### src/rtl/uart_lite_pkg.sv
package uart_lite_pkg;
  localparam int unsigned DATA_W     = 8;
  localparam int unsigned FRAME_BITS = DATA_W + 2;

  localparam int unsigned ST_RX_FULL  = 3;
  localparam int unsigned ST_TX_EMPTY = 4;
  localparam int unsigned ST_IRQ      = 7;

  typedef enum logic [1:0] {
    RX_IDLE,
    RX_START,
    RX_DATA,
    RX_STOP
  } rx_state_e;
endpackage

### src/rtl/uart_lite_tx.sv
module uart_lite_tx
  import uart_lite_pkg::*;
#(
  parameter int unsigned CLKS_PER_BIT = 434
) (
  input  logic              clk_i,
  input  logic              rst_ni,
  input  logic              load_i,
  input  logic [DATA_W-1:0] data_i,
  output logic              tx_o,
  output logic              busy_o
);
  localparam int unsigned CNT_W = $clog2(CLKS_PER_BIT);
  localparam int unsigned IDX_W = $clog2(FRAME_BITS);
  localparam logic [CNT_W-1:0] CNT_LAST = CNT_W'(CLKS_PER_BIT - 1);
  localparam logic [IDX_W-1:0] IDX_LAST = IDX_W'(FRAME_BITS - 1);

  logic [FRAME_BITS-1:0] shreg_q;
  logic [CNT_W-1:0]      cnt_q;
  logic [IDX_W-1:0]      idx_q;
  logic                  busy_q;

  always_ff @(posedge clk_i or negedge rst_ni) begin
    if (!rst_ni) begin
      shreg_q <= '1;
      cnt_q   <= '0;
      idx_q   <= '0;
      busy_q  <= 1'b0;
    end else if (!busy_q) begin
      if (load_i) begin
        shreg_q <= {1'b1, data_i, 1'b0};
        busy_q  <= 1'b1;
        cnt_q   <= '0;
        idx_q   <= '0;
      end
    end else if (cnt_q == CNT_LAST) begin
      cnt_q   <= '0;
      shreg_q <= {1'b1, shreg_q[FRAME_BITS-1:1]};
      if (idx_q == IDX_LAST) busy_q <= 1'b0;
      else                   idx_q  <= idx_q + 1'b1;
    end else begin
      cnt_q <= cnt_q + 1'b1;
    end
  end

  assign tx_o   = busy_q ? shreg_q[0] : 1'b1;
  assign busy_o = busy_q;

  p_start_low_r3: assert property (@(posedge clk_i) disable iff (!rst_ni)
    $rose(busy_q) |-> !tx_o);
  p_stop_high_r3: assert property (@(posedge clk_i) disable iff (!rst_ni)
    $fell(busy_q) |-> $past(tx_o));
  p_busy_hold_r4: assert property (@(posedge clk_i) disable iff (!rst_ni)
    (busy_q && load_i && idx_q != IDX_LAST) |=> busy_q);
endmodule

### src/rtl/uart_lite_rx.sv
module uart_lite_rx
  import uart_lite_pkg::*;
#(
  parameter int unsigned CLKS_PER_BIT = 434
) (
  input  logic              clk_i,
  input  logic              rst_ni,
  input  logic              rx_i,
  output logic              valid_o,
  output logic [DATA_W-1:0] data_o
);
  localparam int unsigned CNT_W = $clog2(CLKS_PER_BIT);
  localparam int unsigned IDX_W = $clog2(DATA_W);
  localparam logic [CNT_W-1:0] CNT_LAST = CNT_W'(CLKS_PER_BIT - 1);
  localparam logic [CNT_W-1:0] CNT_HALF = CNT_W'(CLKS_PER_BIT / 2 - 1);
  localparam logic [IDX_W-1:0] IDX_LAST = IDX_W'(DATA_W - 1);

  logic rx_meta_q, rx_sync_q, rx_prev_q;
  rx_state_e         state_q;
  logic [CNT_W-1:0]  cnt_q;
  logic [IDX_W-1:0]  idx_q;
  logic [DATA_W-1:0] shreg_q;
  logic              valid_q;

  always_ff @(posedge clk_i or negedge rst_ni) begin
    if (!rst_ni) begin
      rx_meta_q <= 1'b1;
      rx_sync_q <= 1'b1;
      rx_prev_q <= 1'b1;
    end else begin
      rx_meta_q <= rx_i;
      rx_sync_q <= rx_meta_q;
      rx_prev_q <= rx_sync_q;
    end
  end

  always_ff @(posedge clk_i or negedge rst_ni) begin
    if (!rst_ni) begin
      state_q <= RX_IDLE;
      cnt_q   <= '0;
      idx_q   <= '0;
      shreg_q <= '0;
      valid_q <= 1'b0;
    end else begin
      valid_q <= 1'b0;
      unique case (state_q)
        RX_IDLE: begin
          cnt_q <= '0;
          if (rx_prev_q && !rx_sync_q) state_q <= RX_START;
        end
        RX_START: begin
          if (cnt_q == CNT_HALF) begin
            cnt_q   <= '0;
            idx_q   <= '0;
            state_q <= rx_sync_q ? RX_IDLE : RX_DATA;
          end else begin
            cnt_q <= cnt_q + 1'b1;
          end
        end
        RX_DATA: begin
          if (cnt_q == CNT_LAST) begin
            cnt_q   <= '0;
            shreg_q <= {rx_sync_q, shreg_q[DATA_W-1:1]};
            if (idx_q == IDX_LAST) state_q <= RX_STOP;
            else                   idx_q   <= idx_q + 1'b1;
          end else begin
            cnt_q <= cnt_q + 1'b1;
          end
        end
        RX_STOP: begin
          if (cnt_q == CNT_LAST) begin
            cnt_q   <= '0;
            valid_q <= rx_sync_q;
            state_q <= RX_IDLE;
          end else begin
            cnt_q <= cnt_q + 1'b1;
          end
        end
        default: state_q <= RX_IDLE;
      endcase
    end
  end

  assign valid_o = valid_q;
  assign data_o  = shreg_q;

  p_stop_checked_r10: assert property (@(posedge clk_i) disable iff (!rst_ni)
    valid_q |-> $past(rx_sync_q));
  p_valid_pulse_r6: assert property (@(posedge clk_i) disable iff (!rst_ni)
    valid_q |=> !valid_q);
endmodule

### src/rtl/uart_lite.sv
module uart_lite
  import uart_lite_pkg::*;
#(
  parameter int unsigned CLK_HZ = 50_000_000,
  parameter int unsigned BAUD   = 115_200
) (
  input  logic       clk_i,
  input  logic       rst_ni,
  input  logic       cs_i,
  input  logic       addr_i,
  input  logic       we_i,
  input  logic       re_i,
  input  logic [7:0] wdata_i,
  output logic [7:0] rdata_o,
  output logic       irq_o,
  output logic       tx_o,
  input  logic       rx_i
);
  localparam int unsigned CLKS_PER_BIT = CLK_HZ / BAUD;

  logic              tx_busy, tx_load;
  logic              rx_valid;
  logic [DATA_W-1:0] rx_byte;
  logic [DATA_W-1:0] data_q;
  logic              rx_full_q, irq_q;
  logic              rd_data, rd_stat, wr_stat;
  logic [7:0]        status;

  assign tx_load = cs_i && we_i && !addr_i;
  assign wr_stat = cs_i && we_i && addr_i;
  assign rd_data = cs_i && re_i && !addr_i;
  assign rd_stat = cs_i && re_i && addr_i;

  uart_lite_tx #(.CLKS_PER_BIT(CLKS_PER_BIT)) u_tx (
    .clk_i  (clk_i),
    .rst_ni (rst_ni),
    .load_i (tx_load),
    .data_i (wdata_i),
    .tx_o   (tx_o),
    .busy_o (tx_busy)
  );

  uart_lite_rx #(.CLKS_PER_BIT(CLKS_PER_BIT)) u_rx (
    .clk_i   (clk_i),
    .rst_ni  (rst_ni),
    .rx_i    (rx_i),
    .valid_o (rx_valid),
    .data_o  (rx_byte)
  );

  // a new byte wins over a clearing read in the same cycle
  always_ff @(posedge clk_i or negedge rst_ni) begin
    if (!rst_ni) begin
      data_q    <= '0;
      rx_full_q <= 1'b0;
      irq_q     <= 1'b0;
    end else if (rx_valid) begin
      data_q    <= rx_byte;
      rx_full_q <= 1'b1;
      irq_q     <= 1'b1;
    end else begin
      if (rd_data) rx_full_q <= 1'b0;
      if (rd_stat) irq_q     <= 1'b0;
    end
  end

  always_comb begin
    status              = '0;
    status[ST_RX_FULL]  = rx_full_q;
    status[ST_TX_EMPTY] = !tx_busy;
    status[ST_IRQ]      = irq_q;
  end

  assign rdata_o = !cs_i ? 8'h00 : (addr_i ? status : data_q);
  assign irq_o   = irq_q;

  p_rx_sets_flags_r6: assert property (@(posedge clk_i) disable iff (!rst_ni)
    rx_valid |=> (irq_q && rx_full_q && data_q == $past(rx_byte)));
  p_stat_read_clr_r7: assert property (@(posedge clk_i) disable iff (!rst_ni)
    (rd_stat && !rx_valid) |=> (!irq_o && rx_full_q == $past(rx_full_q)));
  p_data_read_clr_r8: assert property (@(posedge clk_i) disable iff (!rst_ni)
    (rd_data && !rx_valid) |=> (!rx_full_q && irq_q == $past(irq_q)));
  p_stat_write_inert_r5: assert property (@(posedge clk_i) disable iff (!rst_ni)
    (wr_stat && !tx_busy) |=> (!tx_busy && tx_o));
  p_rw_exclusive_r2: assert property (@(posedge clk_i) disable iff (!rst_ni)
    !(cs_i && we_i && re_i));
endmodule

### config.mk
export PLATFORM = sky130hd
export DESIGN_NAME = uart_lite
export DESIGN_NICKNAME = d
export VERILOG_FILES = /design/src/rtl/uart_lite_pkg.sv /design/src/rtl/uart_lite_tx.sv /design/src/rtl/uart_lite_rx.sv /design/src/rtl/uart_lite.sv
export SDC_FILE = /design/constraint.sdc
export NUM_CORES = 1
export LEC_CHECK = 0
export ABC_AREA = 1
export BUFFER_PORTS_ARGS = -buffer_cell sky130_fd_sc_hd__buf_2
export CELL_PAD_IN_SITES_DETAIL_PLACEMENT = 0
export CELL_PAD_IN_SITES_GLOBAL_PLACEMENT = 1
export CORE_AREA = 2 2 88 90
export CTS_BUF_LIST = sky130_fd_sc_hd__clkbuf_4 sky130_fd_sc_hd__clkbuf_8 sky130_fd_sc_hd__clkbuf_16
export DETAILED_ROUTE_END_ITERATION = 8
export DIE_AREA = 0 0 90 92
export GPL_TIMING_DRIVEN = 0
export PLACE_DENSITY_LB_ADDON = 0.3
export SKIP_CTS_REPAIR_TIMING = 1
export SLEW_MARGIN = 20
export SYNTH_ARGS = -nofsm -noshare
export SYNTH_HDL_FRONTEND = slang
export SYNTH_SLANG_ARGS = --single-unit
### constraint.sdc
create_clock -name clk_i -period 1.4 [get_ports clk_i]
set_input_delay 0.07 -clock clk_i [delete_from_list [all_inputs] [get_ports clk_i]]
set_output_delay 0.07 -clock clk_i [all_outputs]
set_load 0.02 [all_outputs]
==> impl_metrics.yaml, run 1 <==
status:
  outcome: "finished with violations"
  violations: "negative setup slack"
min_path:
  holdPathStages: 3
  min_from: "wdata_i[3]"
  hold_class: "in2reg"
  whs_endpoint: "u_tx.shreg_q[4]"
synthesis:
  synth_top_family_by_area: "simple AND/OR/NAND/NOR gates"
  yosysTopAreaCell: "dfrtp_1"
  synthXorXnorAreaFrac_pct: 3.56
  yosys.area_share.simple_pct: 22.4
  synthMuxAreaShare_pct: 2.37
  synth_compound_area_share_pct: 11.1
  avgSynthCellArea_um2: 8.89
  ys_ff_latch: 59
  synthAdderAreaFrac_pct: 3.81
  synth_fp_nets: 356
  seq_area_frac_synth_pct: 50.5
  syn_inst: 332
  yosys-top-cells-area: "dfrtp_1 (40%), nand2_1 (11%), dfstp_2 (11%), o21ai_0 (4.9%), inv_1 (4.6%)"
  post_synth_num_cell_types: 34
  syn-cell-area_um2: 2950
  synth_top_area_share_pct: 39.8
  yosysWarnings: 0
route:
  drtPass1Iterations: 4
  drt-initial-drc-count: 121
  ant_nets: 0
  vias: 2317
  drt-wirelength-per-cell_um: 12.3
  finalWirelength_um: 6060
  drc: 0
  viasPerCell: 4.69
global_routing:
  gr-usage-all-layers_pct: 14.5
  grt_start_max_net_pins: 60
  overflow: 0
  antenna_found_initial: 0
  grt_pass1_wl_um: 9720
  grt_pass1_vias: 2163
placed_design:
  placed_area_um2: 3200
  hpwlAfterDp_um: 3800
  placedCellCount: 457
  globalplace.congestion: 0.847
  io_buffers: 23
power_and_ir_drop:
  combPwrFrac_pct: 22.7
  p_per_area_nw_per_um2: 1180
  internal-power_uw: 3100
  swShare_pct: 31.3
  cellLeakagePower_uw: 0.00182
  p_switching_uw: 1420
  vdd_drop_max_mv: 0.734
  p_seq_share_pct: 42.5
  power_uw: 4520
  p_clk_share_pct: 34.9
sta:
  final-max-slew-violation-count: 0
  finalCritPeriodShare_pct: 106
  slew_headroom_pct: 48.9
  setup_slack_ns: -0.0890
  fin_worst_skew_ns: 0.00942
  grt_setup_unrepaired: "true"
  hold_viol_final: 0
  final-setup-viol-count: 28
  finalCriticalPeriod_ns: 1.49
  worstMarginPinSlew_ns: 0.766
  hold_slack_ns: 0.0230
  max_freq_ghz: 0.672
finish:
  final_util_pct: 51.5
  antenna_cells: 0
  final_cell_mix: "nand2_1 (73), dfrtp_1 (45), inv_1 (31)"
  fin_area_um2: 3840
  layout.nets: 411
  n_fill_cell: 726
  regArea_um2: 1490
  multi_input_area_um2: 1480
  fin_cells: 494
  drive_above_1_share_pct: 35.7
  area_growth_pct: 30.0
  layout_commonest_cell: "nand2_1"
cts:
  clk_path_buf_depth: 2
  cts_buffers: 9
  htree_num_levels: 3
  insertion_delay_ns: 0.34
  tritoncts: "yes"
  cts_sinks: 59
  clockRootBuffer: "clkbuf_8"
  path_clk_slew_ns: 0.07
setup_path:
  worstSetupEndpointType: "flop"
  rr_startpoint: "u_rx.cnt_q[0]"
  criticalPathCategory: "reg2reg"
  cp-start-kind: "flop"
  worst_r2r_path_depth: 9
  cp_max_fo: 6
  r2r_end: "u_rx.cnt_q[5]"
  worstPathArrival_ns: 1.70
  worstPathRequired_ns: 1.61
  ff2ff_setup_slack_ns: -0.09
run:
  cap_violations: 0
floorplan:
  initial_core_util_pct: 39.7
  die_area_um2: 8280
  chipHeight_um: 92
  num_rows: 32
  die-width_um: 90
  pin_count: 25
  fp.coreArea_um2: 7450
-- metal layers --
| metal | vias to the layer above | part of all wire [%] | global-route usage [%] |
|---|---|---|---|
| li1 | 1177 | - | - |
| met1 | 1094 | 47 | 19.1 |
| met2 | 36 | 48 | 22.5 |
| met3 | 10 | 3.3 | 2.79 |
| met4 | 0 | 1.6 | 7.95 |
| met5 | - | 0 | 0 |
-- worst max-delay path: stages, from the launching register on --
cell and delay (ns):
dfrtp_2 0.46, inv_2 0.08, ha_2 0.18, nand2_2 0.06
nor2_4 0.10, nand2_2 0.07, nand2_4 0.09, buf_6 0.11
nand2_2 0.06, nor3b_2 0.16
-- layout make-up --
class                   count  area share (%)
plain buffers               6            1.73
clock buffers              12            3.98
clock inverters             4            1.30
inverters                  37            3.88
multi-input cells         232            38.4
flip-flops and latches     59            38.9
well taps                 102            3.32
repair buffers             42            8.44
-- how the worst max path moves through the flow --
| stage | to | slack [ns] | startpoint |
|---|---|---|---|
| floorplan | u_rx.state_q[0] | 0.009 | u_rx.cnt_q[1] |
| global placement | u_rx.idx_q[2] | -0.24 | u_rx.cnt_q[0] |
| detailed placement | u_rx.idx_q[2] | -0.25 | u_rx.cnt_q[0] |
| CTS | u_rx.idx_q[2] | -0.24 | u_rx.cnt_q[0] |
| global route | flop | -0.20 | u_rx.cnt_q[0] |
| finish | u_rx.cnt_q[5] | -0.09 | u_rx.cnt_q[0] |
-- cell usage after synthesis --
library cell  count
nand2_4           3
o21ai_0          29
o21ai_2           8
buf_6             2
nand4_1           1
o21ai_1           2
nor2_1           22
dfrtp_1          47
nor2_2            1
nand3_1          12
o22ai_1           3
nand2_1          89
o21a_1            1
buf_2             1
a21boi_0          1
clkbuf_1          1
buf_4             2
nand2_2           5
or2_2             4
xor2_1            9
nor3_4            1
nand3_4           1
dfstp_2          12
inv_2             1
nor3_1            3
xnor2_1           3
inv_1            36
ha_1              9
mux2i_1           7
and3_1            1
a21oi_1          12
o31ai_1           1
nor2_8            1
nor3b_1           1
-- state kept, by name (all words and copies together), names as in the netlist, 3 cells and up, named ones only --
signal / flops
u_tx.shreg_q: 9
u_rx.idx_q: 3
u_tx.idx_q: 4
u_rx.cnt_q: 9
data_q: 8
u_tx.cnt_q: 9
u_rx.data_o: 8
-- cells by family after synthesis --
kind of cell / count (synthesis)
AOI/OAI and AO/OA: 57
xor gates and xnor gates: 12
adders and majority gates: 9
buffers and inverters: 43
DFF: 59
muxes: 7
and+or+nand+nor: 145
-- power by group through the flow --
stage	Combinational, uW	Sequential (uW)	Clock, uW
detailed placement	669	1930	0
finish	1020	1920	1580
global placement	662	1930	0
CTS	670	1900	1620
global route	1160	1930	1700
floorplan	487	1900	0
-- through the flow --
stage               setup slack [ns]  TNS (ns)
global route                  -0.198     -4.50
global placement              -0.242     -2.09
floorplan                    0.00905         0
CTS                           -0.237     -2.97
detailed placement            -0.246     -2.46
finish                       -0.0890     -1.53
Power figures use the tool's default switching activity.
==> run 2: changes to the inputs <==
- CORE_AREA: 2 2 88 90 -> 2 2 86 88
- CTS_BUF_LIST: sky130_fd_sc_hd__clkbuf_4 sky130_fd_sc_hd__clkbuf_8 sky130_fd_sc_hd__clkbuf_16 -> sky130_fd_sc_hd__clkbuf_4
- DIE_AREA: 0 0 90 92 -> 0 0 88 90
- GPL_TIMING_DRIVEN: 0 -> not set
==> run 2 against run 1 <==
  * Worst hold slack got worse by 0.059 ns
  * Non-clock buffer count rose by 19
  * Critical path depth rose by 2
  * Fmax rose by 1.6%
  * The flow finishes with violations (negative hold slack, negative setup slack)
  * Wire length fell by 0.26%
  * Setup slack improved by 0.023 ns
  * Sequential share of layout area fell by 0.50 points
  * Largest power group unchanged
  * Final area rose by 1.3%
  * Clock power fell by 14%
  * Clock skew rose by 0.0035 ns
==> impl_metrics.yaml, run 2 (same netlist as run 1, synthesis figures left out) <==
status:
  outcome: "finished with violations"
  violations: "negative hold slack, negative setup slack"
sta:
  grt_setup_unrepaired: "true"
  final-setup-viol-count: 11
  finalCriticalPeriod_ns: 1.47
  setup_slack_ns: -0.0660
  finalCritPeriodShare_pct: 105
  slew_headroom_pct: 79.0
  hold_viol_final: 2
  final-max-slew-violation-count: 0
  fin_worst_skew_ns: 0.0130
  setup_tns_ns: -0.228
  max_freq_ghz: 0.682
  worstMarginPinSlew_ns: 0.315
  hold_slack_ns: -0.0361
route:
  finalWirelength_um: 6050
  drc: 0
  drt-wirelength-per-cell_um: 11.9
  drt-initial-drc-count: 102
  viasPerCell: 4.67
  drtPass1Iterations: 4
  ant_nets: 0
  vias: 2377
setup_path:
  path_delay_family: "simple AND/OR/NAND/NOR gates"
  max_stage_delay_ns: 0.41
  path_cells: "buf_4, ha_4, nand2_2, nor2_2, nand2_2, buf_6, nand2_2, nand2_2, nor2_2, nand3_1, nand2_1"
  cp-start-kind: "flop"
  crit_top_cell: "nand2_2"
  cp_max_fo: 5
  worstPathArrival_ns: 1.78
  worstSetupEndpointType: "flop"
  slowest_stage: "dfrtp_1"
  path_buf_inv: 2
  worstPathRequired_ns: 1.71
  criticalPathCategory: "reg2reg"
floorplan:
  chipHeight_um: 90
  die_area_um2: 7920
  fp.coreArea_um2: 7020
  die-width_um: 88
  pin_count: 25
  num_rows: 31
  initial_core_util_pct: 42.1
cts:
  insertion_delay_ns: 0.41
  tritoncts: "yes"
  clockRootBuffer: "clkbuf_4"
  cts_sinks: 59
  path_clk_slew_ns: 0.11
  clk_path_buf_depth: 2
  htree_num_levels: 3
  cts_buffers: 9
min_path:
  hold_class: "in2reg"
power_and_ir_drop:
  p_per_area_nw_per_um2: 1140
  vdd_drop_max_mv: 0.726
  power_uw: 4450
  cellLeakagePower_uw: 0.00187
finish:
  layout.nets: 429
  area_growth_pct: 31.7
  drive_above_1_share_pct: 35.4
  layout_commonest_cell: "nand2_1"
  top_regs: "u_rx.cnt_q (9), u_tx.cnt_q (9), u_tx.shreg_q (9)"
  final_cell_mix: "nand2_1 (76), dfrtp_1 (45), inv_1 (32)"
  antenna_cells: 0
placed_design:
  globalplace.congestion: 0.822
  io_buffers: 24
  hpwlAfterDp_um: 3850
  pre_cts_slack_ns: -0.0680
global_routing:
  overflow: 0
  grt_pass1_wl_um: 10000
  gr-usage-all-layers_pct: 16.1
  grt_start_max_net_pins: 60
  antenna_found_initial: 0
  grt_pass1_vias: 2245
run:
  cap_violations: 0
-- run 2: cell types whose count changed in the layout (fill, tap and decap cells not counted), moves of 3 or more --
cell / before / now
o21ai_1: 6 / 10
o21ai_0: 22 / 19
buf_4: 13 / 26
nand2_2: 13 / 18
buf_6: 7 / 4
nand2_1: 73 / 76
nand2_4: 10 / 1
dlygate4sd3_1: 2 / 10
buf_12: 1 / 4
clkbuf_4: 2 / 10
nor2_4: 3 / 0
clkbuf_8: 10 / 0
clkinvlp_4: 4 / 1
-- run 2: final timing paths --
path,start,to,slack (ns),cells after the start
worst min register to register,u_rx.rx_meta_q,u_rx.rx_sync_q,0.36,0
max in group asynchronous,rst_ni,u_rx.rx_meta_q,0.90,3
worst max register to register,u_rx.cnt_q[0],flop,-0.07,11
min in group asynchronous,rst_ni,u_tx.idx_q[2],0.19,3
worst min-delay path,re_i,irq_o,-0.04,4
worst max-delay path,u_rx.cnt_q[0],flop,-0.07,11
-- run 2: power by group --
group | internal [uW] | switching, uW | total (uW)
Combinational | 570 | 668 | 1240
Clock | 730 | 630 | 1360
Sequential | 1800 | 54.9 | 1850
Total | 3100 | 1350 | 4450
-- run 2: routing by layer --
layer / vias up / global-route usage [%] / routed length [um]
met5: - / 0 / 0
met2: 32 / 24.6 / 2930
met4: 0 / 8.08 / 157
met3: 11 / 3.03 / 160
li1: 1212 / - / -
met1: 1122 / 21.6 / 2800
-- run 2: metrics by stage --
| step | std cells | hold WS (ns) | utilization (%) | instance area (um^2) |
|---|---|---|---|---|
| floorplan | 332 | -0.226 | - | 2950 |
| global placement | 472 | 0.104 | 47.5 | 3340 |
| detailed placement | 472 | 0.106 | 47.5 | 3340 |
| CTS | 488 | -0.353 | 49.7 | 3490 |
| global route | 509 | 0.00365 | 55.4 | 3890 |
| finish | 509 | -0.0361 | 55.4 | 3890 |
-- run 2: area by class of cell --
type                            count  area, um^2
Multi-Input combinational cell    231        1440
Inverter                           37         141
Sequential cell                    59        1490
Tap cell                           99         124
Timing Repair Buffer               67         536
Clock buffer                       10        75.1
Fill cell                         640        3130
Clock inverter                      6        80.1
-- run 2: worst register-to-register path, cell delays in order (launching register included) --
cell     delay [ns]
dfrtp_1        0.41
buf_4          0.15
ha_4           0.14
nand2_2        0.06
nor2_2         0.03
nand2_2        0.12
buf_6          0.16
nand2_2        0.07
nand2_2        0.08
nor2_2         0.04
nand3_1        0.06
nand2_1        0.05
